$ cat src/rtl/exc_entry_pkg.sv
package exc_entry_pkg;
  localparam int MODE_W  = 5;
  localparam int NBANK   = 5;
  localparam int BANK_W  = $clog2(NBANK);
  localparam int CODE_W  = 3;
  localparam int VOFF_W  = 8;
  localparam int IDIS_BIT = 7;

  typedef enum logic [MODE_W-1:0] {
    M_USER = 5'h10,
    M_INTR = 5'h12,
    M_PRIV = 5'h13,
    M_TRAP = 5'h17,
    M_EXTN = 5'h1B,
    M_SUSR = 5'h1F
  } mode_e;

  typedef enum logic [CODE_W-1:0] {
    EC_PCALL = 3'd0,
    EC_IABT  = 3'd1,
    EC_DABT  = 3'd2,
    EC_IRQ   = 3'd3
  } exc_code_e;

  typedef struct packed {
    logic              ok;
    logic [BANK_W-1:0] idx;
  } bank_sel_t;

  typedef struct packed {
    logic              ok;
    logic [MODE_W-1:0] mode;
    logic [VOFF_W-1:0] off;
  } vec_sel_t;

  function automatic bank_sel_t mode_bank(input logic [MODE_W-1:0] m);
    bank_sel_t r;
    r.ok = 1'b1;
    case (m)
      M_USER, M_SUSR: r.idx = BANK_W'(0);
      M_PRIV:         r.idx = BANK_W'(1);
      M_TRAP:         r.idx = BANK_W'(2);
      M_EXTN:         r.idx = BANK_W'(3);
      M_INTR:         r.idx = BANK_W'(4);
      default: begin
        r.ok  = 1'b0;
        r.idx = BANK_W'(0);
      end
    endcase
    return r;
  endfunction

  function automatic vec_sel_t code_vector(input logic [CODE_W-1:0] c);
    vec_sel_t r;
    r.ok = 1'b1;
    case (c)
      EC_PCALL: begin r.mode = M_PRIV; r.off = 8'h08; end
      EC_IABT:  begin r.mode = M_TRAP; r.off = 8'h0C; end
      EC_DABT:  begin r.mode = M_TRAP; r.off = 8'h10; end
      EC_IRQ:   begin r.mode = M_INTR; r.off = 8'h18; end
      default: begin
        r.ok   = 1'b0;
        r.mode = M_USER;
        r.off  = 8'h00;
      end
    endcase
    return r;
  endfunction
endpackage

$ cat src/rtl/exc_vector_sel.sv
module exc_vector_sel
  import exc_entry_pkg::*;
#(
  parameter int              XLEN   = 32,
  parameter logic [XLEN-1:0] HI_BASE = 32'hFFFF0000
) (
  input  logic [CODE_W-1:0] code,
  input  logic              hi_vec,
  output logic              code_ok,
  output logic [MODE_W-1:0] tgt_mode,
  output logic [XLEN-1:0]   vec_addr
);
  vec_sel_t sel;

  always_comb begin
    sel      = code_vector(code);
    code_ok  = sel.ok;
    tgt_mode = sel.mode;
    vec_addr = XLEN'(sel.off) + (hi_vec ? HI_BASE : '0);
  end
endmodule

$ cat src/rtl/exc_bank_file.sv
module exc_bank_file
  import exc_entry_pkg::*;
#(
  parameter int XLEN   = 32,
  parameter int BANKS  = NBANK,
  localparam int IDX_W = $clog2(BANKS)
) (
  input  logic             clk,
  input  logic             rst_n,
  input  logic             we,
  input  logic [IDX_W-1:0] wr_idx,
  input  logic [XLEN-1:0]  wr_r29,
  input  logic [XLEN-1:0]  wr_r30,
  input  logic [XLEN-1:0]  wr_ssr,
  input  logic [IDX_W-1:0] rd_idx,
  output logic [XLEN-1:0]  rd_r29,
  output logic [XLEN-1:0]  rd_r30,
  output logic [XLEN-1:0]  rd_ssr
);
  logic [XLEN-1:0] b29 [BANKS];
  logic [XLEN-1:0] b30 [BANKS];
  logic [XLEN-1:0] bss [BANKS];

  for (genvar g = 0; g < BANKS; g++) begin : g_bank
    logic hit;
    assign hit = we && (wr_idx == IDX_W'(g));
    always_ff @(posedge clk or negedge rst_n) begin
      if (!rst_n) begin
        b29[g] <= '0;
        b30[g] <= '0;
        bss[g] <= '0;
      end else if (hit) begin
        b29[g] <= wr_r29;
        b30[g] <= wr_r30;
        bss[g] <= wr_ssr;
      end
    end
  end

  always_comb begin
    rd_r29 = '0;
    rd_r30 = '0;
    rd_ssr = '0;
    for (int i = 0; i < BANKS; i++) begin
      if (rd_idx == IDX_W'(i)) begin
        rd_r29 = b29[i];
        rd_r30 = b30[i];
        rd_ssr = bss[i];
      end
    end
  end
endmodule

$ cat src/rtl/exc_status_upd.sv
module exc_status_upd
  import exc_entry_pkg::*;
#(
  parameter int XLEN = 32
) (
  input  logic [XLEN-1:0]   status_in,
  input  logic [MODE_W-1:0] new_mode,
  input  logic              on_entry,
  output logic [XLEN-1:0]   status_out
);
  function automatic logic [XLEN-1:0] set_mode(input logic [XLEN-1:0] s,
                                               input logic [MODE_W-1:0] m);
    logic [XLEN-1:0] r;
    r = s;
    r[MODE_W-1:0] = m;
    return r;
  endfunction

  function automatic logic [XLEN-1:0] mask_irq(input logic [XLEN-1:0] s);
    logic [XLEN-1:0] r;
    r = s;
    r[IDIS_BIT] = 1'b1;
    return r;
  endfunction

  always_comb begin
    status_out = set_mode(status_in, new_mode);
    if (on_entry) status_out = mask_irq(status_out);
  end
endmodule

$ cat src/rtl/exc_entry_core.sv
module exc_entry_core
  import exc_entry_pkg::*;
#(
  parameter int              XLEN    = 32,
  parameter logic [XLEN-1:0] HI_BASE = 32'hFFFF0000
) (
  input  logic              clk,
  input  logic              rst_n,
  input  logic              exc_req,
  input  logic [2:0]        exc_code,
  input  logic              sw_req,
  input  logic [4:0]        sw_mode,
  input  logic              hi_vec,
  input  logic [31:0]       cur_status,
  input  logic [31:0]       cur_pc,
  input  logic [31:0]       cur_r29,
  input  logic [31:0]       cur_r30,
  input  logic [31:0]       cur_ssr,
  output logic              out_valid,
  output logic              out_err,
  output logic [31:0]       out_pc,
  output logic [4:0]        out_mode,
  output logic [31:0]       out_status,
  output logic [31:0]       out_ssr,
  output logic [31:0]       out_r29,
  output logic [31:0]       out_r30
);
  logic              code_ok;
  logic [MODE_W-1:0] exc_mode;
  logic [XLEN-1:0]   vec_addr;
  logic [MODE_W-1:0] cur_mode;
  logic [MODE_W-1:0] tgt_mode;
  bank_sel_t         cur_bk;
  bank_sel_t         tgt_bk;
  logic              bad;
  logic              acc_exc;
  logic              acc_sw;
  logic              mode_chg;
  logic              bank_we;
  logic              fwd_live;
  logic [XLEN-1:0]   bk_r29, bk_r30, bk_ssr;
  logic [XLEN-1:0]   sel_r29, sel_r30, sel_ssr;
  logic [XLEN-1:0]   new_status;

  exc_vector_sel #(.XLEN(XLEN), .HI_BASE(HI_BASE)) u_vec (
    .code     (exc_code),
    .hi_vec   (hi_vec),
    .code_ok  (code_ok),
    .tgt_mode (exc_mode),
    .vec_addr (vec_addr)
  );

  always_comb begin
    cur_mode = cur_status[MODE_W-1:0];
    tgt_mode = exc_req ? exc_mode : sw_mode;
    cur_bk   = mode_bank(cur_mode);
    tgt_bk   = mode_bank(tgt_mode);
    bad      = (exc_req || sw_req) &&
               (!cur_bk.ok || !tgt_bk.ok || (exc_req && !code_ok));
    acc_exc  = exc_req && !bad;
    acc_sw   = sw_req && !exc_req && !bad;
    mode_chg = tgt_mode != cur_mode;
    bank_we  = (acc_exc || acc_sw) && mode_chg;
    fwd_live = !mode_chg || (tgt_bk.idx == cur_bk.idx);
    sel_r29  = fwd_live ? cur_r29 : bk_r29;
    sel_r30  = fwd_live ? cur_r30 : bk_r30;
    sel_ssr  = fwd_live ? cur_ssr : bk_ssr;
  end

  exc_bank_file #(.XLEN(XLEN), .BANKS(NBANK)) u_banks (
    .clk    (clk),
    .rst_n  (rst_n),
    .we     (bank_we),
    .wr_idx (cur_bk.idx),
    .wr_r29 (cur_r29),
    .wr_r30 (cur_r30),
    .wr_ssr (cur_ssr),
    .rd_idx (tgt_bk.idx),
    .rd_r29 (bk_r29),
    .rd_r30 (bk_r30),
    .rd_ssr (bk_ssr)
  );

  exc_status_upd #(.XLEN(XLEN)) u_stat (
    .status_in  (cur_status),
    .new_mode   (tgt_mode),
    .on_entry   (exc_req),
    .status_out (new_status)
  );

  always_ff @(posedge clk or negedge rst_n) begin
    if (!rst_n) begin
      out_valid  <= 1'b0;
      out_err    <= 1'b0;
      out_pc     <= '0;
      out_mode   <= '0;
      out_status <= '0;
      out_ssr    <= '0;
      out_r29    <= '0;
      out_r30    <= '0;
    end else begin
      out_valid <= acc_exc || acc_sw;
      out_err   <= bad;
      if (acc_exc) begin
        out_pc     <= vec_addr;
        out_mode   <= tgt_mode;
        out_status <= new_status;
        out_ssr    <= cur_status;
        out_r29    <= sel_r29;
        out_r30    <= cur_pc;
      end else if (acc_sw) begin
        out_pc     <= cur_pc;
        out_mode   <= tgt_mode;
        out_status <= new_status;
        out_ssr    <= sel_ssr;
        out_r29    <= sel_r29;
        out_r30    <= sel_r30;
      end
    end
  end
endmodule

$ cat config.mk
export PLATFORM = sky130hd
export DESIGN_NAME = exc_entry_core
export DESIGN_NICKNAME = d
export VERILOG_FILES = /design/src/rtl/exc_entry_pkg.sv /design/src/rtl/exc_vector_sel.sv /design/src/rtl/exc_bank_file.sv /design/src/rtl/exc_status_upd.sv /design/src/rtl/exc_entry_core.sv
export SDC_FILE = /design/constraint.sdc
export NUM_CORES = 1
export LEC_CHECK = 0
export ABC_AREA = 1
export CORE_ASPECT_RATIO = 0.9
export CORE_MARGIN = 10
export CORE_UTILIZATION = 35
export DETAILED_ROUTE_END_ITERATION = 6
export DONT_BUFFER_PORTS = 1
export GPL_ROUTABILITY_DRIVEN = 0
export PLACE_DENSITY_LB_ADDON = 0.2
export SYNTH_ARGS = -nofsm -noshare
export SYNTH_HDL_FRONTEND = slang
export SYNTH_SLANG_ARGS = --single-unit
$ cat constraint.sdc
create_clock -name clk -period 1.2 [get_ports clk]
set_input_delay 0.24 -clock clk [delete_from_list [all_inputs] [get_ports clk]]
set_output_delay 0.24 -clock clk [all_outputs]
set_load 0.005 [all_outputs]
==> summary.txt <==
Status
  – Outcome: finished, violations left
  – Violated checks: hold timing, slew limit, setup timing

Timing
  – Hold violation count in the final report: 666
  – Final Setup Violations: 870
  – Hold WS: -0.608 ns
  – Post-layout minimum cycle time: 1.62 ns
  – Actual slew at the worst max-slew pin: 2.45 ns
  – Max_slew headroom: -63.5%
  – Fin crit share: 135%
  – Clock skew: 0.0354 ns
  – Sum Neg Setup Slack: -195.77 ns
  – Final Worst Setup Slack: -0.421 ns
  – F_max: around 0.62 GHz
  – Final Max Tran Viols: about 450
  – RSZ-0062 raised after global routing: yes

Final layout
  – Share of layout cells above drive strength 1: 17.7%
  – Area grow syn2layout: 36.0%
  – Layout net count: 4,551
  – Fillers: 8,456

Logic synthesis
  – EDFF count, synth: 0
  – Register area share after synthesis: between 50% and 60%
  – Top-count cell post-synth: nand2_1
  – Syn nets: 4,243
  – Number of synthesis warnings: 0
  – Cells after Synth: 4,070
  – Post-synthesis instance area: a little over 0.03 sq mm
  – Yosys cell types: 32
  – Count of state elements after synthesis: 642
  – Post-synth top area share: 52.0%
  – Asr flop ratio synth: 100%
  – Largest cells by area after synthesis: dfrtp_1 (52%), nand2_1 (17%), o21ai_0 (7.7%)
  – Synth Flop Type: dfrtp_1
  – Synth area leader: dfrtp_1
  – Syn Area/Cell: 7.59 sq um
  – Synth top cells by count: nand2_1 (1,429), dfrtp_1 (642), o21ai_0 (476)

Power and ir drop
  – Pleak: approximately 21 nW
  – Worst vdd ir: between 1 and 1.5 mV
  – Tot Pwr: 62.9 mW
  – Power density cells: between 1000 and 1500 mW/mm^2

Placement
  – PortBufs: 0
  – Pre-CTS setup slack: -1.12 ns
  – Post-DP HPWL: between 70,000 and 80,000 microns

Clock network
  – Worst-path clk slew: 0.05 ns
  – Root buffer cell: clkbuf_16
  – CTS Sinks: 642
  – CTS tree: yes
  – H-tree depth: 3
  – CTS Buf Count: 74
  – Worst-Skew Late Latency: between 0.6 and 0.7 ns
  – Clock buffer depth: 3

Global routing
  – Largest net degree at the start of global routing: 643
  – Met1 Usage GRT: 33.6%
  – M2 GR Usage: 37.2%
  – Gr usage total: between 20 and 25%
  – Grt met3 use: between 6 and 7%
  – Vias in the first global route: 28,441
  – Initial antenna violation count: 15
  – GR peak layer: met2
  – Wire length of the first global-routing pass: 187,000 microns
  – Grt ovf: 0

Route
  – DR vias/cell: 5.29
  – Antenna viol nets, final: 0
  – Initial DRC count: 2,823
  – Routed length per placed instance: 23.2 microns
  – Detailed Route WL: between 100,000 and 150,000 microns
  – DR pass1 iterations: 5
  – DRC errors left: 0
  – DR vias: around 30,000

Worst hold path
  – HP Class: in2async

Worst setup path
  – Worst Path Required: 1.73 ns
  – Crit Path Category: in2reg
  – Critical Path Start Type: input pin
  – Endpoint class of the critical path: register
  – Max Fanout on Critical Path: 6
  – CP arrival: 2.15 ns

Floorplan
  – Core Box Area: 0.0876 sq mm
  – Die height: 302 microns
  – Die area: 0.101 sq mm
  – Num ports: 340
  – Initial Utilization: between 30% and 40%
  – DIE WIDTH: 333 microns
  – Std cell rows: 103

Run
  – Max capacitance violation total: 0
critical path, stage by stage:
cell	delay (ns)
inv_8	0.02
nand2_4	0.06
nand3_4	0.17
nand2_4	0.17
nor2_4	0.04
inv_2	0.05
nand2_2	0.06
nand2_2	0.09
a21oi_4	0.06
buf_4	0.14
buf_6	0.10
buf_6	0.11
buf_12	0.15
buf_12	0.15
clkbuf_16	0.16
or2_2	0.27
inv_1	0.05
nor2_1	0.04
registers in the layout, indices dropped and copies added, names as in the netlist:
signal and flops:
out_mode 4, out_pc 32, out_err 1, out_r30 32, out_r29 32, u_banks.b29 160, out_status 28, out_ssr 32
u_banks.bss 160, u_banks.b30 160, out_valid 1
repair_timing:
| item | CTS | global route |
|---|---|---|
| hold endpoints to repair | 1271 | 690 |
| buffers inserted | 46 | 24 |
| gates cloned | 33 | 37 |
| pin swaps | 14 | 78 |
| resized for setup | 191 | 300 |
| endpoints found under the setup margin | 806 | 806 |
| hold buffers | 148 | 4 |
final timing paths:
path / start / end / slack, ns / cells after the start
setup / recovery: exc_code[1] / out_r29[23] / -0.42 / 18
hold / removal: rst_n / u_banks.b30[62] / -0.61 / 0
setup reg to reg: u_banks.b30[54] / out_r30[22] / 0.02 / 8
hold reg to reg: u_banks.b29[30] / u_banks.b29[30] / 0.47 / 2
max in group asynchronous: rst_n / out_r30[11] / -0.04 / 0
min in group clk: cur_r29[28] / u_banks.b29[92] / -0.29 / 2
cells by family (layout without fill, tap and decap cells):
| kind of cell | Yosys count | count (layout) | synth area share, % |
|---|---|---|---|
| AND/OR/NAND/NOR | 2212 | 2212 | 29.9 |
| flip-flops | 642 | 642 | 52.0 |
| AO/OA/AOI/OAI | 633 | 633 | 10.5 |
| buffers and inverters | 578 | 941 | 7.55 |
| XOR/XNOR | 5 | 5 | 0.142 |
| other | 0 | 4 | 0 |
metrics by stage:
stage | util [%] | std cells | hold WS, ns | instance area, sq um
floorplan | - | 4070 | -0.0556 | 31200
global placement | 39.2 | 5173 | 0.0500 | 34400
detailed placement | 39.2 | 5173 | 0.0399 | 34400
CTS | 45.9 | 5531 | -0.659 | 40200
global route | 48.0 | 5592 | -0.652 | 42000
finish | 48.0 | 5592 | -0.608 | 42000
power breakdown:
part	internal (mW)	switching (mW)
logic	5.02	6.44
registers	25.5	3.01
clock network	13.3	9.66
total	43.8	19.1
cell type report:
type | instances | area [sq um] | share of cell area (%)
diodes | 4 | 10.0 | 0.0238
clock buffers | 107 | 2140 | 5.08
inverters | 275 | 1070 | 2.54
clock inverters | 24 | 265 | 0.631
well taps | 1155 | 1450 | 3.44
flip-flops and latches | 642 | 16100 | 38.2
multi-input cells | 2850 | 13600 | 32.4
repair buffers | 535 | 7420 | 17.7
layout by cell type (no fill, tap or decap), types with 126 or more instances in the layout:
cell type / count
nand2_1: 1295
nand3_1: 293
nor2_1: 255
o21ai_1: 209
inv_1: 250
dlygate4sd3_1: 152
buf_4: 159
o21ai_0: 285
buf_12: 126
nand4_1: 166
dfrtp_1: 641
per-layer routing:
layer,share of wire [%],vias up
met5,0.11,-
met4,2.3,20
met3,9.1,204
met2,44,1159
met1,44,14466
li1,-,13755
(Power assumes the default switching activity.)
